### src/rtl/alu_pkg.sv
package alu_pkg;

    localparam int FUNC_W = 6;

    typedef enum logic [3:0] {
        OP_AND = 4'b0000,
        OP_OR  = 4'b0001,
        OP_ADD = 4'b0010,
        OP_SUB = 4'b0110,
        OP_SLT = 4'b0111,
        OP_NOR = 4'b1100
    } alu_op_e;

    typedef enum logic [1:0] {
        CLS_ADD  = 2'b00,
        CLS_SUB  = 2'b01,
        CLS_FUNC = 2'b10,
        CLS_RSVD = 2'b11
    } op_class_e;

    localparam logic [FUNC_W-1:0] FN_ADD = 6'b100000;
    localparam logic [FUNC_W-1:0] FN_SUB = 6'b100010;
    localparam logic [FUNC_W-1:0] FN_AND = 6'b100100;
    localparam logic [FUNC_W-1:0] FN_OR  = 6'b100101;
    localparam logic [FUNC_W-1:0] FN_NOR = 6'b100111;
    localparam logic [FUNC_W-1:0] FN_SLT = 6'b101010;

    // Second decode level: function field to operation; unknown codes add.
    function automatic alu_op_e func_to_op(input logic [FUNC_W-1:0] fn);
        alu_op_e op;
        case (fn)
            FN_SUB:  op = OP_SUB;
            FN_AND:  op = OP_AND;
            FN_OR:   op = OP_OR;
            FN_NOR:  op = OP_NOR;
            FN_SLT:  op = OP_SLT;
            default: op = OP_ADD;
        endcase
        return op;
    endfunction

    // Operations that need the subtracting adder.
    function automatic logic op_uses_sub(input alu_op_e op);
        return (op == OP_SUB) || (op == OP_SLT);
    endfunction

endpackage

### src/rtl/alu_func_decode.sv
module alu_func_decode
    import alu_pkg::*;
(
    input  logic [1:0]        op_class_i,
    input  logic [FUNC_W-1:0] func_i,
    output alu_op_e           op_o
);

    op_class_e cls;

    always_comb begin
        cls = op_class_e'(op_class_i);
        case (cls)
            CLS_ADD:  op_o = OP_ADD;
            CLS_SUB:  op_o = OP_SUB;
            CLS_FUNC: op_o = func_to_op(func_i);
            default:  op_o = OP_ADD;
        endcase
    end

    always_comb begin
        if (op_class_i == 2'b00) begin
            p_class_add_r1: assert (op_o == OP_ADD)
                else $error("class 00 did not select add");
        end
        if (op_class_i == 2'b01) begin
            p_class_sub_r2: assert (op_o == OP_SUB)
                else $error("class 01 did not select subtract");
        end
        if (op_class_i == 2'b11) begin
            p_class_rsvd_r4: assert (op_o == OP_ADD)
                else $error("class 11 did not select add");
        end
    end

endmodule

### src/rtl/alu_addsub.sv
module alu_addsub #(
    parameter int WIDTH = 32
) (
    input  logic [WIDTH-1:0] a_i,
    input  logic [WIDTH-1:0] b_i,
    input  logic             sub_i,
    output logic [WIDTH-1:0] sum_o,
    output logic             less_o
);

    localparam int MSB = WIDTH - 1;

    logic [WIDTH-1:0] b_eff;
    logic [WIDTH-1:0] cin_vec;

    always_comb begin
        b_eff   = sub_i ? ~b_i : b_i;
        cin_vec = {{(WIDTH-1){1'b0}}, sub_i};
        sum_o   = a_i + b_eff + cin_vec;
        // Signed compare: differing signs decide directly, else the difference sign.
        if (a_i[MSB] != b_i[MSB]) less_o = a_i[MSB];
        else                      less_o = sum_o[MSB];
    end

    always_comb begin
        if (sub_i && (a_i == b_i)) begin
            p_equal_diff_r5: assert (sum_o == '0)
                else $error("equal operands gave non-zero difference");
        end
    end

endmodule

### src/rtl/alu_bitwise.sv
module alu_bitwise
    import alu_pkg::*;
#(
    parameter int WIDTH = 32
) (
    input  logic [WIDTH-1:0] a_i,
    input  logic [WIDTH-1:0] b_i,
    input  alu_op_e          op_i,
    output logic [WIDTH-1:0] y_o
);

    logic pick_and;
    logic pick_nor;

    assign pick_and = (op_i == OP_AND);
    assign pick_nor = (op_i == OP_NOR);

    for (genvar i = 0; i < WIDTH; i++) begin : g_bit
        logic and_b;
        logic or_b;
        assign and_b  = a_i[i] & b_i[i];
        assign or_b   = a_i[i] | b_i[i];
        assign y_o[i] = pick_and ? and_b : (pick_nor ? ~or_b : or_b);
    end

endmodule

### src/rtl/alu_unit.sv
module alu_unit
    import alu_pkg::*;
#(
    parameter int WIDTH = 32
) (
    input  logic [WIDTH-1:0]  a_i,
    input  logic [WIDTH-1:0]  b_i,
    input  logic [1:0]        op_class_i,
    input  logic [FUNC_W-1:0] func_i,
    output logic [WIDTH-1:0]  result_o,
    output logic              zero_o,
    output logic [3:0]        op_sel_o
);

    alu_op_e          op;
    logic             do_sub;
    logic [WIDTH-1:0] arith_y;
    logic             less;
    logic [WIDTH-1:0] logic_y;

    alu_func_decode u_decode (
        .op_class_i (op_class_i),
        .func_i     (func_i),
        .op_o       (op)
    );

    assign do_sub = op_uses_sub(op);

    alu_addsub #(.WIDTH(WIDTH)) u_addsub (
        .a_i    (a_i),
        .b_i    (b_i),
        .sub_i  (do_sub),
        .sum_o  (arith_y),
        .less_o (less)
    );

    alu_bitwise #(.WIDTH(WIDTH)) u_bitwise (
        .a_i  (a_i),
        .b_i  (b_i),
        .op_i (op),
        .y_o  (logic_y)
    );

    always_comb begin
        case (op)
            OP_ADD, OP_SUB: result_o = arith_y;
            OP_SLT:         result_o = {{(WIDTH-1){1'b0}}, less};
            default:        result_o = logic_y;
        endcase
    end

    assign zero_o   = ~|result_o;
    assign op_sel_o = op;

    always_comb begin
        if (op == OP_SLT) begin
            p_slt_upper_clear_r6: assert (result_o[WIDTH-1:1] == '0)
                else $error("set-less-than upper bits not clear");
        end
        if ((op == OP_SUB) && (a_i == b_i)) begin
            p_sub_equal_zero_r7: assert (zero_o)
                else $error("zero flag low for equal operands");
        end
    end

endmodule

### config.mk
export PLATFORM = sky130hd
export DESIGN_NAME = alu_unit
export DESIGN_NICKNAME = d
export VERILOG_FILES = /design/src/rtl/alu_pkg.sv /design/src/rtl/alu_func_decode.sv /design/src/rtl/alu_addsub.sv /design/src/rtl/alu_bitwise.sv /design/src/rtl/alu_unit.sv
export SDC_FILE = /design/constraint.sdc
export NUM_CORES = 1
export LEC_CHECK = 0
export BUFFER_PORTS_ARGS = -buffer_cell sky130_fd_sc_hd__buf_2
export CAP_MARGIN = 40
export CELL_PAD_IN_SITES_DETAIL_PLACEMENT = 0
export CELL_PAD_IN_SITES_GLOBAL_PLACEMENT = 1
export CORE_UTILIZATION = 40
export DETAILED_ROUTE_END_ITERATION = 6
export PLACE_DENSITY_LB_ADDON = 0.05
export REMOVE_ABC_BUFFERS = 1
export SETUP_SLACK_MARGIN = 0.3
export SYNTH_ARGS = -nofsm -noshare
export SYNTH_HDL_FRONTEND = slang
export SYNTH_HIERARCHICAL = 1
export SYNTH_SLANG_ARGS = --single-unit
### constraint.sdc
create_clock -name vclk -period 16.2
set_clock_uncertainty 0.05 [all_clocks]
set_input_delay 3.24 -clock vclk [all_inputs]
set_output_delay 3.24 -clock vclk [all_outputs]
set_load 0.02 [all_outputs]
==> flow_summary_export.csv <==
group,metric,value,unit
status,status,"finished, final reports clean",
logic_synthesis,synthXorXnorAreaFrac,12.41,%
placement,io_buffers,109,
logic_synthesis,synthesis.area,4204,sq um
routing,antenna_left,0,
routing,wl_per_cell,18.31,um
global_route,overflow,0,
logic_synthesis,synth_largest_area_cell,"ha_1",
timing,finalHoldViolations,0,
global_route,grt_max_degree,33,
logic_synthesis,synth_cells,555,
critical_path,cp_cell_sequence,"buf_2 > inv_1 > ha_1 > and4bb_2 > nand2_1 > o22ai_1 > and2_2 > buf_16 > xor2_1 > ha_1 > a21o_1 > a21o_1 > a211o_1 > o31a_1 > a2111oi_0 > a311oi_1 > nor4_1 > nand4_1 > o21ai_0 > and3b_1 > buf_2",
critical_path,worst_ep_required_time,12910,ps
hold_path,holdPathStages,4,
logic_synthesis,synthTopCellsByArea,"ha_1 (9.5%), xor2_1 (9.0%), a22oi_2 (8.9%)",
die,die_w,104.5,um
logic_synthesis,synthAdderAreaFrac,10.00,%
logic_synthesis,ys.warnings.count,6,
finish,seq_cells,0,
timing,maxSlewViolCount,0,
finish,syn2layout_area_growth,14.20,%
global_route,antenna_found_initial,0,
critical_path,worst_setup_path_start_kind,"input port",
die,start_util,40.91,%
finish,finish.net_count,744,
pwr,ir_drop,27.98,uV
clock_network,cts_hold_buf,0,
logic_synthesis,synth_area_per_cell,7.575,sq um
logic_synthesis,synth.mux.area_fraction,1.071,%
logic_synthesis,synth_top_family_by_area,"compound AO/OA/AOI/OAI gates",
die,core,10280,sq um
finish,final_layout_size_suffix_gt1_share,29.83,%
timing,rsz0062_at_grt,"no",
timing,max_freq,0.08253,GHz
pwr,power_density,62.36,nW/um^2
finish,num-clock-buffers,0,
critical_path,worst_ep_arrival_time,8830,ps
critical_path,critical_path_cell_count,21,
logic_synthesis,yosys.area_share.simple,23.12,%
critical_path,cp_slowest_stage_delay,650,ps
critical_path,critPathCapture,"zero_o",
critical_path,critical_path.top_delay_family,"compound AO/OA/AOI/OAI gates",
routing,drcViolationCount,0,
logic_synthesis,synth.distinct_cells,69,
run,cap_violations,0,
placement,gp_congestion,0.8836,
finish,ff_latch_area,0,sq um
routing,drtIter0Drc,278,
timing,relSlewSlack,45.56,%
clock_network,cts_setup_buffers,0,
global_route,grt_pass1_wl,22910,um
logic_synthesis,synth-seq-area-share,0,%
die,die_h,104.5,um
critical_path,crit_buf_inv,4,
logic_synthesis,yosys.area.top_type_share,9.524,%
timing,finalSetupTns,0,ps
placement,post-dp-hpwl,11500,um
critical_path,path_max_fanout,19,
finish,final_util,46.71,%
pwr,p_total,0.0002994,W
timing,final.period_utilization,74.79,%
finish,fillers,1108,
logic_synthesis,synth_compound_area_share,46.16,%
finish,multiInputGateArea,3913,sq um
critical_path,worstSetupPathType,"input port to primary output",
routing,via_count,4646,
critical_path,cp-end-kind,"primary output",
critical_path,cp_slowest_cell,"and2_2",
global_route,grt_use_total,25.32,%
hold_path,hold_path.class,"input port to primary output",
finish,antenna_cells,0,
placement,dpl.cell_count,773,
routing,routed_wl,14150,um
timing,worst-slew-pin-transition,816.6,ps
pwr,power_leakage,2.097,nW
routing,via_per_inst,6.010,
global_route,grt_pass1_vias,4484,
timing,period_needed,12120,ps
die,die_area,10920,sq um
clock_network,cts-resized-gates,0,
timing,setup_viol,0,
critical_path,critPathLaunch,"op_class_i[0]",
routing,drtPass1Iterations,5,
finish,instances_no_fill,773,
die,ios,109,
die,rows,37,
-- metrics by stage --
step                setup slack, ps  hold slack [ps]  instance area, sq um
CTS                            4075             6938                  4801
floorplan                      4449             6637                  3960
global route                   3696             6984                  4801
global placement               3992             6916                  4718
finish                         4084             6933                  4801
detailed placement             4087             6937                  4801
-- cells by family after synthesis --
kind of cell	count (synthesis)
AND/OR/NAND/NOR	183
XOR/XNOR	58
buffers and inverters	50
adder cells (fa/ha/maj)	33
AO/OA/AOI/OAI	228
multiplexers	3
-- cell usage after synthesis (4+ instances only) --
cell type and instances:
buf_2 9, inv_1 15, and2_1 40, nand2_1 29, nand4_1 9, a22o_1 31
a22oi_2 30, nand2b_1 5, buf_6 6, nor2_1 53, ha_1 32, o211ai_1 6
o21ai_0 26, a211oi_1 6, clkbuf_1 13, nand3_1 4, and3_1 4, xnor2_1 14
nor4_1 14, o21a_1 8, xor2_1 43, nor3_1 7, o22ai_1 4, a21oi_1 39
o22ai_2 30, a21o_1 13
-- placed cells by master, fill, tap and decap left out, types with 5 or more instances in the layout --
cell type / synthesis / layout
nor2_1: 53 / 53
a211oi_1: 6 / 6
nand2b_1: 5 / 5
inv_1: 15 / 15
nand4_1: 9 / 9
a21oi_1: 39 / 39
a22o_1: 31 / 31
o21a_1: 8 / 8
ha_1: 32 / 32
o21ai_0: 26 / 26
a22oi_2: 30 / 30
nand2_1: 29 / 29
and2_1: 40 / 39
nor3_1: 7 / 7
buf_2: 9 / 109
o22ai_2: 30 / 30
xnor2_1: 14 / 14
o211ai_1: 6 / 6
xor2_1: 43 / 43
a21o_1: 13 / 13
nor4_1: 14 / 14
-- routing by layer --
metal	vias up	track usage, %	wire (um)
li1	2304	-	-
met1	2195	34.54	6682
met2	137	44.84	6705
met3	10	1.128	624
met4	0	3.061	140
met5	-	0	0
-- how the worst min path moves through the flow --
stage | from | endpoint | slack [ps]
after detailed placement | func_i[1] | op_sel_o[3] | 6940
after global routing | func_i[1] | op_sel_o[3] | 6980
after CTS | func_i[1] | op_sel_o[3] | 6940
after floorplan | func_i[1] | op_sel_o[3] | 6640
final | func_i[1] | op_sel_o[3] | 6930
after global placement | func_i[1] | op_sel_o[3] | 6920
-- final cells by class --
cell class,count,area share (%)
tap,136,3.544
timing repair buffer,116,13.71
multi-input combinational,505,81.50
inverter,16,1.251
-- where the power goes --
part / switching [W] / leakage [nW] / internal (W)
clock network: 0 / 0 / 0
logic: 0.000181 / 2.10 / 0.000119
registers: 0 / 0 / 0
total: 0.000181 / 2.10 / 0.000119
Note: power is estimated with default switching activity, not from simulation.
